===== config.mk =====
export PLATFORM = sky130hd
export DESIGN_NAME = lvl_irq_aggregator
export DESIGN_NICKNAME = d
export VERILOG_FILES = /design/src/rtl/irq_agg_pkg.sv /design/src/rtl/irq_route_mask.sv /design/src/rtl/irq_agg_regbank.sv /design/src/rtl/irq_agg_parent.sv /design/src/rtl/lvl_irq_aggregator.sv
export SDC_FILE = /design/constraint.sdc
export NUM_CORES = 1
export LEC_CHECK = 0
export BUFFER_PORTS_ARGS = -buffer_cell sky130_fd_sc_hd__buf_2
export CELL_PAD_IN_SITES_DETAIL_PLACEMENT = 1
export CELL_PAD_IN_SITES_GLOBAL_PLACEMENT = 1
export CORE_ASPECT_RATIO = 0.9
export CORE_MARGIN = 2
export CORE_UTILIZATION = 42
export CTS_CLUSTER_SIZE = 28
export DETAILED_ROUTE_END_ITERATION = 16
export PLACE_DENSITY_LB_ADDON = 0.1
export SYNTH_ARGS = -nofsm -noshare
export SYNTH_HDL_FRONTEND = slang
export SYNTH_HIERARCHICAL = 1
export SYNTH_SLANG_ARGS = --single-unit

===== constraint.sdc =====
create_clock -name clk -period 1.4 [get_ports clk]
set_input_delay 0.07 -clock clk [delete_from_list [all_inputs] [get_ports clk]]
set_output_delay 0.07 -clock clk [all_outputs]
set_load 0.02 [all_outputs]

===== src/rtl/irq_agg_pkg.sv =====
package irq_agg_pkg;
    localparam int WORD_W    = 32;
    localparam int MAX_WORDS = 4;

    typedef logic [WORD_W-1:0] word_t;

    typedef enum logic {
        SEL_ENABLE = 1'b0,
        SEL_STATUS = 1'b1
    } reg_sel_e;
endpackage


===== src/rtl/irq_route_mask.sv =====
// Unpacks the flat route parameter and derives the set of sources any parent covers.
module irq_route_mask
    import irq_agg_pkg::*;
#(
    parameter int NUM_WORDS   = 2,
    parameter int NUM_PARENTS = 2,
    parameter logic [NUM_PARENTS*NUM_WORDS*WORD_W-1:0] ROUTE_MASK = '1
) (
    output logic [NUM_PARENTS*NUM_WORDS*WORD_W-1:0] route_o,
    output logic [NUM_WORDS*WORD_W-1:0]             routed_o
);
    localparam int SRC_W = NUM_WORDS * WORD_W;

    assign route_o = ROUTE_MASK;

    // A source is routed when at least one parent's mask covers it.
    always_comb begin
        routed_o = '0;
        for (int p = 0; p < NUM_PARENTS; p++) begin
            routed_o = routed_o | ROUTE_MASK[p*SRC_W +: SRC_W];
        end
    end
endmodule


===== src/rtl/irq_agg_regbank.sv =====
// Enable registers, status view and registered read mux.
module irq_agg_regbank
    import irq_agg_pkg::*;
#(
    parameter int NUM_WORDS = 2,
    parameter int ADDR_W    = 3,
    parameter logic [NUM_WORDS*WORD_W-1:0] FWD_MASK = '0
) (
    input  logic                        clk,
    input  logic                        rst_n,
    input  logic [ADDR_W-1:0]           bus_addr,
    input  logic                        bus_we,
    input  word_t                       bus_wdata,
    input  logic [NUM_WORDS*WORD_W-1:0] src_lvl,
    input  logic [NUM_WORDS*WORD_W-1:0] routed,
    output logic [NUM_WORDS*WORD_W-1:0] en_o,
    output word_t                       rdata_o
);
    localparam int SRC_W  = NUM_WORDS * WORD_W;
    localparam int WIDX_W = ADDR_W - 1;

    typedef struct packed {
        logic [SRC_W-1:0] en;
        word_t            rdata;
    } bank_t;

    bank_t bank_d, bank_q;

    logic [WIDX_W-1:0] word_idx;
    reg_sel_e          sel;

    assign word_idx = bus_addr[ADDR_W-1:1];
    assign sel      = reg_sel_e'(bus_addr[0]);

    always_comb begin
        bank_d       = bank_q;
        bank_d.rdata = '0;
        for (int w = 0; w < NUM_WORDS; w++) begin
            if (word_idx == WIDX_W'(w)) begin
                if (sel == SEL_STATUS) begin
                    bank_d.rdata = src_lvl[w*WORD_W +: WORD_W] & routed[w*WORD_W +: WORD_W];
                end else begin
                    bank_d.rdata = bank_q.en[w*WORD_W +: WORD_W];
                    if (bus_we) begin
                        bank_d.en[w*WORD_W +: WORD_W] = bus_wdata & routed[w*WORD_W +: WORD_W];
                    end
                end
            end
        end
    end

    always_ff @(posedge clk or negedge rst_n) begin
        if (!rst_n) begin
            bank_q.en    <= FWD_MASK & routed;
            bank_q.rdata <= '0;
        end else begin
            bank_q <= bank_d;
        end
    end

    assign en_o    = bank_q.en;
    assign rdata_o = bank_q.rdata;
endmodule


===== src/rtl/irq_agg_parent.sv =====
// Next-state of every parent line from sources, effective enable and routing.
module irq_agg_parent
    import irq_agg_pkg::*;
#(
    parameter int NUM_WORDS   = 2,
    parameter int NUM_PARENTS = 2
) (
    input  logic [NUM_WORDS*WORD_W-1:0]             src_lvl,
    input  logic [NUM_WORDS*WORD_W-1:0]             eff_en,
    input  logic [NUM_PARENTS*NUM_WORDS*WORD_W-1:0] route,
    output logic [NUM_PARENTS-1:0]                  hit_o
);
    localparam int SRC_W = NUM_WORDS * WORD_W;

    logic [SRC_W-1:0] live;
    assign live = src_lvl & eff_en;

    for (genvar p = 0; p < NUM_PARENTS; p++) begin : g_parent
        logic [NUM_WORDS-1:0] word_hit;
        for (genvar w = 0; w < NUM_WORDS; w++) begin : g_word
            assign word_hit[w] = |(live[w*WORD_W +: WORD_W] &
                                   route[(p*NUM_WORDS + w)*WORD_W +: WORD_W]);
        end
        assign hit_o[p] = |word_hit;
    end
endmodule


===== src/rtl/lvl_irq_aggregator.sv =====
module lvl_irq_aggregator
    import irq_agg_pkg::*;
#(
    parameter int NUM_WORDS   = 2,
    parameter int NUM_PARENTS = 2,
    parameter int ADDR_W      = 3,
    parameter logic [NUM_PARENTS*NUM_WORDS*WORD_W-1:0] ROUTE_MASK = '1,
    parameter logic [NUM_WORDS*WORD_W-1:0]             FWD_MASK   = '0,
    parameter logic [NUM_WORDS*WORD_W-1:0]             WAKE_SET   = '0
) (
    input  logic                        clk,
    input  logic                        rst_n,
    input  logic [NUM_WORDS*WORD_W-1:0] irq_src,
    input  logic                        suspend,
    input  logic [ADDR_W-1:0]           bus_addr,
    input  logic                        bus_we,
    input  logic [WORD_W-1:0]           bus_wdata,
    output logic [WORD_W-1:0]           bus_rdata,
    output logic [NUM_PARENTS-1:0]      parent_irq
);
    localparam int SRC_W = NUM_WORDS * WORD_W;

    typedef struct packed {
        logic [NUM_PARENTS-1:0] irq;
    } out_t;

    logic [NUM_PARENTS*SRC_W-1:0] route;
    logic [SRC_W-1:0]             routed;
    logic [SRC_W-1:0]             en_stored;
    logic [SRC_W-1:0]             eff_en;
    logic [NUM_PARENTS-1:0]       hit;
    out_t                         out_d, out_q;

    irq_route_mask #(
        .NUM_WORDS  (NUM_WORDS),
        .NUM_PARENTS(NUM_PARENTS),
        .ROUTE_MASK (ROUTE_MASK)
    ) u_route (
        .route_o (route),
        .routed_o(routed)
    );

    irq_agg_regbank #(
        .NUM_WORDS(NUM_WORDS),
        .ADDR_W   (ADDR_W),
        .FWD_MASK (FWD_MASK)
    ) u_bank (
        .clk      (clk),
        .rst_n    (rst_n),
        .bus_addr (bus_addr),
        .bus_we   (bus_we),
        .bus_wdata(bus_wdata),
        .src_lvl  (irq_src),
        .routed   (routed),
        .en_o     (en_stored),
        .rdata_o  (bus_rdata)
    );

    // Wake sources are added on top of the stored enable only while suspended.
    assign eff_en = en_stored | ((suspend ? WAKE_SET : '0) & routed);

    irq_agg_parent #(
        .NUM_WORDS  (NUM_WORDS),
        .NUM_PARENTS(NUM_PARENTS)
    ) u_parent (
        .src_lvl(irq_src),
        .eff_en (eff_en),
        .route  (route),
        .hit_o  (hit)
    );

    always_comb begin
        out_d     = out_q;
        out_d.irq = hit;
    end

    always_ff @(posedge clk or negedge rst_n) begin
        if (!rst_n) begin
            out_q <= '0;
        end else begin
            out_q <= out_d;
        end
    end

    assign parent_irq = out_q.irq;
endmodule


==> summary by stage, run 1 <==
Clock network
CTS built an H-tree with a depth of 3. The TritonCTS clock tree is done. The total CTS buffers is 9. The clock passes through at most 2 buffers. The buffer cell driving the clock tree root is sky130_fd_sc_hd__clkbuf_16. The number of setup buffers added after CTS is 0. The insertion delay of the later-clocked pin in the worst-skew pair is 0.35 ns. The number of clock sinks seen by CTS is 98.

Clock-pin slew was measured on the worst setup and hold paths at 0.07 ns.

Power
The total design power is 7960 µW. The power per unit of standard cell area is 1000 nW/µm². The fraction of power consumed by combinational cells is 25.3%.

The reported net switching power is 2560 µW. Across the VDD grid, the largest voltage drop is 0.000662 V. The share of total power in the clock network is 31.7%.

The internal power of the cells totals 5410 µW. The fraction of power spent switching nets is between 30% and 40%. The leakage power summed over all cells is around 0.0038 µW. The share of power burned in registers is 43.1%.

Route
After the first detailed-routing iteration, the DRC count stood at 290. For this block, the routed nets add up to roughly 22,000 µm of wire. The number of iterations in the first detailed-routing pass is 4. After detailed routing, the average wire length per cell comes to 17.7 µm. The routed via count divided by cell count is 4.90.

The total via count after detailed routing is 6,047. The count of antenna-violating nets left after detailed routing is 0. After detailed routing, the number of remaining DRC violations is 0.

Critical path
The maximum fanout along the worst path is 4. The worst setup path is of the reg2reg kind. STA classifies the critical path startpoint as a flip-flop. The launching element of the worst setup path is u_bank/en_o[36]. The arrival time of the worst setup path is 1.59 ns.

STA classifies the critical path endpoint as a flip-flop. The worst reg2reg path startpoint is u_bank/en_o[36]. Data on the critical path is required at its endpoint by 1.62 ns.

Layout
At the end of the flow, the number of nets in the layout was 1,125. The layout cell share with drive strength beyond 1 is a little over a fifth. In the final layout, the multi-input gates occupy 3640 µm². Measured on the finished design, the core utilization comes to 49.2%. The area of all sequential standard cells is 2450 µm².

The number of antenna repair diodes is 0. Fill cells in the final layout number 2,098. The area overhead of the layout relative to synthesis is 14.5%.

Timing
The hold violation total from the final report is 0. Setup violations remaining at the end of the flow were counted as 0. Measured against its own limit, the worst slew margin works out to 61.4%. The worst path meets setup with slightly below 0.03 ns of slack. Based on the critical path, the design can be clocked at up to roughly 730 MHz. The minimum clock period after layout is 1.37 ns.

The final critical path takes up 97.9% of the cycle. At the pin with the least slew margin, the transition time is 0.579 ns. On the final layout, the worst hold slack is 0.0597 ns. The number of max-slew violations in the final report is 0. For the final database, setup skew stands at 0.00314 ns.

Logic synthesis
The area of the mapped netlist is 6940 µm². The main combinational cell family by area after synthesis is simple AND/OR/NAND/NOR gates. The Yosys step of the flow raised 6 warnings.

The adder-cell area share of the yosys netlist is 0%. The average instance in the mapped netlist occupies 8.14 µm². Yosys attributes the largest share of cell area to sky130_fd_sc_hd__dfrtp_1, sky130_fd_sc_hd__buf_4, sky130_fd_sc_hd__nand3_1. After synthesis, the share of cell area in mux cells is 0%. The synthesized netlist devotes 14.8% of its cell area to compound gates. sky130_fd_sc_hd__dfrtp_1 takes more of the synthesized area than any other cell.

Yosys mapped the design onto 20 distinct sky130hd cell types. For this run, the register share of the synthesized area comes to 35.4%. The share of synthesized cell area in and, or, nand and nor gates is 26.2%.

The flop and latch count out of synthesis is 98. Summing the areas of all xor and xnor instances in the mapped netlist gives 0% of the synthesized area. The synthesized instance count is 852.

The share of synthesized area in the top cell type comes to 35.4%.

Floorplan
Once the floorplan was initialized, standard cells occupied 43.0% of the core. The I/O pin total is 137. The horizontal die dimension is 139 µm. Row generation in the floorplan step produced 44 rows.

The overall die area is about 18,000 µm². The die boundary height is 126 µm. The region available for standard cell placement spans 16,100 µm².

Place
The count of buffers added on input and output ports is 135. The placer congestion estimate is roughly 0.8. After legalization and detailed placement, the total HPWL measured 15,900 µm.

Prior to clock tree synthesis, the placed netlist has a worst setup slack of 0.0385 ns.

Global route
The pin count of the biggest net entering global routing is 129. The first global-routing pass estimated 34,100 µm of wire. The remaining global-route overflow is 0. The number of global-route vias before repair is 6,178. Global routing consumed, over all layers together, 25.3% of the routing resources. The initial antenna violation count is 0.

Hold path
The path class of the tightest hold or removal check is in2reg. In this run the most critical hold path is launched from irq_src[47].

Outcome
The run finished with clean final reports.

Job
Across the run, the number of max-cap violations was 0.
## final timing paths
check,depth (start not counted),end,slack (ns)
setup reg to reg,4,parent_irq[0],0.03
max in group asynchronous,3,u_bank/en_o[33],0.61
hold / removal,3,u_bank/rdata_o[15],0.06
hold reg to reg,2,u_bank/en_o[39],0.53
setup / recovery,4,parent_irq[0],0.03
min in group asynchronous,2,u_bank/rdata_o[25],0.21
## stage by stage
stage          setup TNS [ns]  instance area [µm²]  std cells
5_1_grt               -0.0395                 7940       1233
2_1_floorplan               0                 7650       1043
3_5_place_dp                0                 7260       1185
6_report                    0                 7940       1233
4_1_cts                     0                 7880       1233
3_3_place_gp                0                 7260       1185
## worst max-delay path: stages, from the launching register on
cell and delay [ns]:
sky130_fd_sc_hd__dfrtp_1 0.42, sky130_fd_sc_hd__nand3_1 0.16, sky130_fd_sc_hd__nand4_1 0.19, sky130_fd_sc_hd__nor4_2 0.34
sky130_fd_sc_hd__nand4_1 0.12
## registers in the layout, indices dropped and copies added, names as in the netlist
| name | flops |
|---|---|
| u_bank/rdata_o | 32 |
| parent_irq | 2 |
| u_bank/en_o | 64 |
## cells by family after synthesis
logic type | count (synthesis)
and+or+nand+nor | 366
DFF | 98
buffers and inverters | 227
AOI/OAI and AO/OA | 160
other | 1
## power by group through the flow
stage	combinational (µW)	clock [µW]	sequential (µW)
after floorplan	1330	0	3520
after global placement	1820	0	3460
after detailed placement	1860	0	3480
after CTS	1940	2590	3430
after global routing	2230	2690	3480
final	2010	2520	3430
## routing by layer
metal	GRT usage, %	wire, µm
met1	34.6	10400
met2	41.4	10000
met3	5.40	1160
met4	6.12	348
met5	0	0
## repair_timing
| action | 4_1_cts | 5_1_grt |
|---|---|---|
| endpoints found under the setup margin | 0 | 2 |
| resized for setup | 0 | 12 |
| endpoints found under the hold margin | 86 | 0 |
| hold buffers | 33 | 0 |
## Yosys cell counts
cell type,instances
sky130_fd_sc_hd__or4b_1,1
sky130_fd_sc_hd__buf_2,8
sky130_fd_sc_hd__o21ai_0,34
sky130_fd_sc_hd__nor2b_1,64
sky130_fd_sc_hd__nand3_1,128
sky130_fd_sc_hd__o21ai_1,2
sky130_fd_sc_hd__nand2_1,128
sky130_fd_sc_hd__nor4_1,8
sky130_fd_sc_hd__clkbuf_1,20
sky130_fd_sc_hd__buf_6,7
sky130_fd_sc_hd__nand4bb_1,1
sky130_fd_sc_hd__o22ai_1,32
sky130_fd_sc_hd__nand4_1,34
sky130_fd_sc_hd__a31oi_1,64
sky130_fd_sc_hd__o21ai_2,28
sky130_fd_sc_hd__conb_1,1
sky130_fd_sc_hd__buf_4,192
sky130_fd_sc_hd__or2b_1,1
sky130_fd_sc_hd__or2_2,1
sky130_fd_sc_hd__dfrtp_1,98
## layout by cell type (no fill, tap or decap), drive strengths merged
master,instances
or4b,1
nor2b,64
dfrtp,98
a31oi,64
or2,1
clkinv,2
dlygate4sd3,33
o21ai,64
conb,192
clkbuf,13
nand4bb,1
nand3,128
nor4,8
buf,162
or2b,1
nand2,128
o22ai,32
nand4,34
## cell type report
class	instances	area share, %
Sequential cell	98	30.9
Multi-Input combinational cell	718	45.8
Tap cell	207	3.26
Clock inverter	2	0.126
Timing Repair Buffer	195	16.4
Clock buffer	13	3.53
No activity file was read; power rests on OpenSTA's default activity.
==> inputs of run 2 (changes only) <==
--- a/config.mk
+++ b/config.mk
@@ -10,10 +10,11 @@
 export CELL_PAD_IN_SITES_GLOBAL_PLACEMENT = 1
 export CORE_ASPECT_RATIO = 0.9
 export CORE_MARGIN = 2
-export CORE_UTILIZATION = 42
+export CORE_UTILIZATION = 25
 export CTS_CLUSTER_SIZE = 28
 export DETAILED_ROUTE_END_ITERATION = 16
 export PLACE_DENSITY_LB_ADDON = 0.1
+export RECOVER_POWER = 50
 export SYNTH_ARGS = -nofsm -noshare
 export SYNTH_HDL_FRONTEND = slang
 export SYNTH_HIERARCHICAL = 1
==> run 2 against run 1 <==
Against the previous run:
- worst setup slack improved by 0.016 ns
- critical path type unchanged
- global-route usage shrank 8.4 points
- critical endpoint unchanged
- clock power shrank 5%
- design area is 1.4% higher
- clock skew grew 0.0066 ns
- hold slack lost 0.0094 ns
- utilization shrank 20 points
==> summary by stage, run 2 (synthesized netlist as in run 1, its figures left out) <==
Power
The peak ir drop on the vdd network came to 0.000488 V (-26%). The power per unit of standard cell area is 968 nW/µm² (-3.4%). The leakage power summed over all cells is 0.00379 µW (-1.4%). The total design power was 7800 µW (-2.0%).

Global route
After global routing, the most crowded layer is met2. The met3 track utilization from global routing is 3.12% (-2.3 points). The number of global-route vias before repair was 5,957 (-3.6%). The met2 usage in global routing is 27.7% (-14 points). The initial antenna violation count is 2 (+2). The met1 capacity usage during global routing is 23.4% (-11 points). The overall fraction of global-route tracks in use is 17.0% (-8.4 points). The remaining global-route overflow is 0 (unchanged). The global-route wire length before repair is 36,600 µm (+7.3%). The pin count of the biggest net entering global routing is 65 (-50%).

Job
The number of violations of the max-capacitance limit came to 0 (unchanged).

Place
The sum of net half-perimeters after detailed placement is 18,700 µm (+18%). The post-place setup slack came to 0.00161 ns (-0.0369 ns). The placer congestion estimate was 0.776 (-5.7%).

The number of buffers added on ports is 135 (unchanged).

Clock network
The number of clock sinks seen by CTS came to 98 (unchanged). The largest buffer count on any clock path is 2 (unchanged). The total CTS buffers came to 9 (unchanged).

The tree is rooted in a sky130_fd_sc_hd__clkbuf_16. The insertion delay of the later-clocked pin in the worst-skew pair is 0.36 ns (about the same). TritonCTS built the clock tree. The count of H-tree levels built during CTS is 3 (unchanged). The post-CTS clock slew at the launch and capture registers of the worst setup and hold paths is 0.08 ns (about the same).

Timing
The post-route worst setup slack came to 0.0456 ns (+0.0162 ns). The minimum hold slack is 0.0504 ns (-0.00937 ns). The number of max-slew violations in the final report is 0 (unchanged). The hold violation total from the final report is 0 (unchanged). The accumulated negative setup slack is 0 ns (unchanged). The final setup violation count came to 0 (unchanged). The final clock period utilization by the worst path was 96.7% (-1.2 points). The worst-case headroom to the max-slew limit is 38.2% (-23 points). The transition time of the tightest slew-check pin came to 0.926 ns (+0.347 ns).

The minimum clock period after layout came to 1.35 ns (-0.0162 ns). The maximum operating frequency is 738 MHz (+1.2%). Setup repair after global routing left no endpoint under its margin. The final clock skew is 0.00979 ns (+0.00665 ns).

Critical path
The critical path required time is 1.62 ns (about the same). The cell repeated most along the worst path is sky130_fd_sc_hd__nand4_1. The largest incremental delay on the critical path was 0.41 ns (about the same). The buffer and inverter count on the worst path was 1 (+1). In this design, the largest share of critical-path delay is due to simple AND/OR/NAND/NOR gates. The kind of start point of the critical path is a flip-flop. The maximum fanout along the worst path came to 4 (unchanged).

The arrival time of the worst setup path is 1.58 ns (about the same). The signal on the critical path passes through nand3_1 > nand4_1 > nor4_2 > buf_4 > nand4_1. The largest individual stage delay along the critical path comes from the cell sky130_fd_sc_hd__dfrtp_1. The critical path is of the reg2reg type. The worst setup path is captured at a flip-flop.

Floorplan
The number of standard-cell rows in the floorplan is 57 (+30%). The initial cell density of the core was 25.5% (-17 points). The overall die area came to 29,100 µm² (+66%). The die boundary height came to 162 µm (+29%). The horizontal die dimension came to 180 µm (+29%). The I/O pin total was 137 (unchanged). The area of the core is 27,200 µm² (+68%).

Route
The count of antenna-violating nets left after detailed routing is 0 (unchanged). The routed via count divided by cell count is 4.23 (-14%). The average wire per cell in the routed design is 17.7 µm (-0.37%).

The total via count after detailed routing is 5,829 (-3.6%). The number of iterations in the first detailed-routing pass is 4 (unchanged). The number of DRC markers in iteration 0 came to 200 (-31%).

The number of design rule violations left after detail routing is 0 (unchanged). The total wire length is 24,400 µm (+11%).

Layout
The area growth from synthesis to layout is 16.1%. The number of flip-flops under the largest register name was 64 (unchanged). The library cells used most frequently in the layout, excluding fill and tap cells, are sky130_fd_sc_hd__conb_1, sky130_fd_sc_hd__buf_2, sky130_fd_sc_hd__nand2_1. The layout cell share with drive strength beyond 1 is 20.7% (-0.62 points). The number of inserted filler cells in the final layout is 3,340 (+59%). The net total in the final layout is 1,123 (-0.18%). The final core area utilization is 29.6% (-20 points).

The commonest non-fill, non-tap cell in the layout is sky130_fd_sc_hd__conb_1.

Outcome
The flow ran to the end, and the final reports show no timing, DRC or antenna violations.

Hold path
The min-delay analysis places its worst path in the category in2reg.
==> run 2: cell count changes in the layout (fill, tap and decap cells not counted), sizes merged <==
cell,delta
diode,+1
buf,-5
clkinv,-1
clkinvlp,+3
==> run 2: worst register-to-register path, cell delays in order, from the launching register on <==
cell and delay (ns):
sky130_fd_sc_hd__dfrtp_1 0.41, sky130_fd_sc_hd__nand3_1 0.14, sky130_fd_sc_hd__nand4_1 0.19, sky130_fd_sc_hd__nor4_2 0.28
sky130_fd_sc_hd__buf_4 0.15, sky130_fd_sc_hd__nand4_1 0.06
==> run 2: final timing paths <==
| check | startpoint | end | slack, ns | depth (start not counted) |
|---|---|---|---|---|
| setup reg to reg | u_bank/en_o[7] | parent_irq[0] | 0.05 | 5 |
| setup / recovery | u_bank/en_o[7] | parent_irq[0] | 0.05 | 5 |
| max in group asynchronous | rst_n | u_bank/en_o[47] | 0.23 | 3 |
| hold / removal | irq_src[60] | u_bank/rdata_o[28] | 0.05 | 3 |
| hold reg to reg | u_bank/en_o[13] | u_bank/en_o[13] | 0.53 | 2 |
| min in group asynchronous | rst_n | u_bank/en_o[57] | 0.38 | 2 |
==> run 2: power breakdown <==
group / internal (µW) / leakage, µW / switching, µW / total, µW
combinational: 828 / 0.00237 / 1120 / 1950
sequential: 3170 / 0.00130 / 292 / 3460
clock: 1190 / 0.000117 / 1200 / 2390
==> run 2: final cells by class <==
cell class | instances | area (µm²) | area share [%]
timing repair buffer | 193 | 1270 | 15.8
antenna | 1 | 2.50 | 0.0311
tap | 354 | 443 | 5.50
clock inverter | 4 | 31.3 | 0.388
multi-input combinational | 718 | 3620 | 45.0
clock buffer | 10 | 229 | 2.84
sequential | 98 | 2450 | 30.4
==> run 2: layer usage <==
layer	part of all wire, %	vias to the layer above	wire length [µm]
met5	0.053	-	13
met4	1.1	2	270
met3	3.2	17	775
met2	46	103	11100
met1	50	2732	12200
li1	-	2975	-
==> run 2: through the flow <==
step	cells	area [µm²]
floorplan	1043	7650
global placement	1330	7440
detailed placement	1330	7440
CTS	1377	8040
global route	1377	8050
finish	1378	8060
==> run 2: timing repair <==
action | CTS | global route
hold endpoints to repair | 157 | 0
hold buffers | 33 | 0
resized for setup | 1 | 8
setup buffers | 0 | 0
pin swaps | 1 | 1
setup endpoints to repair | 1 | 2
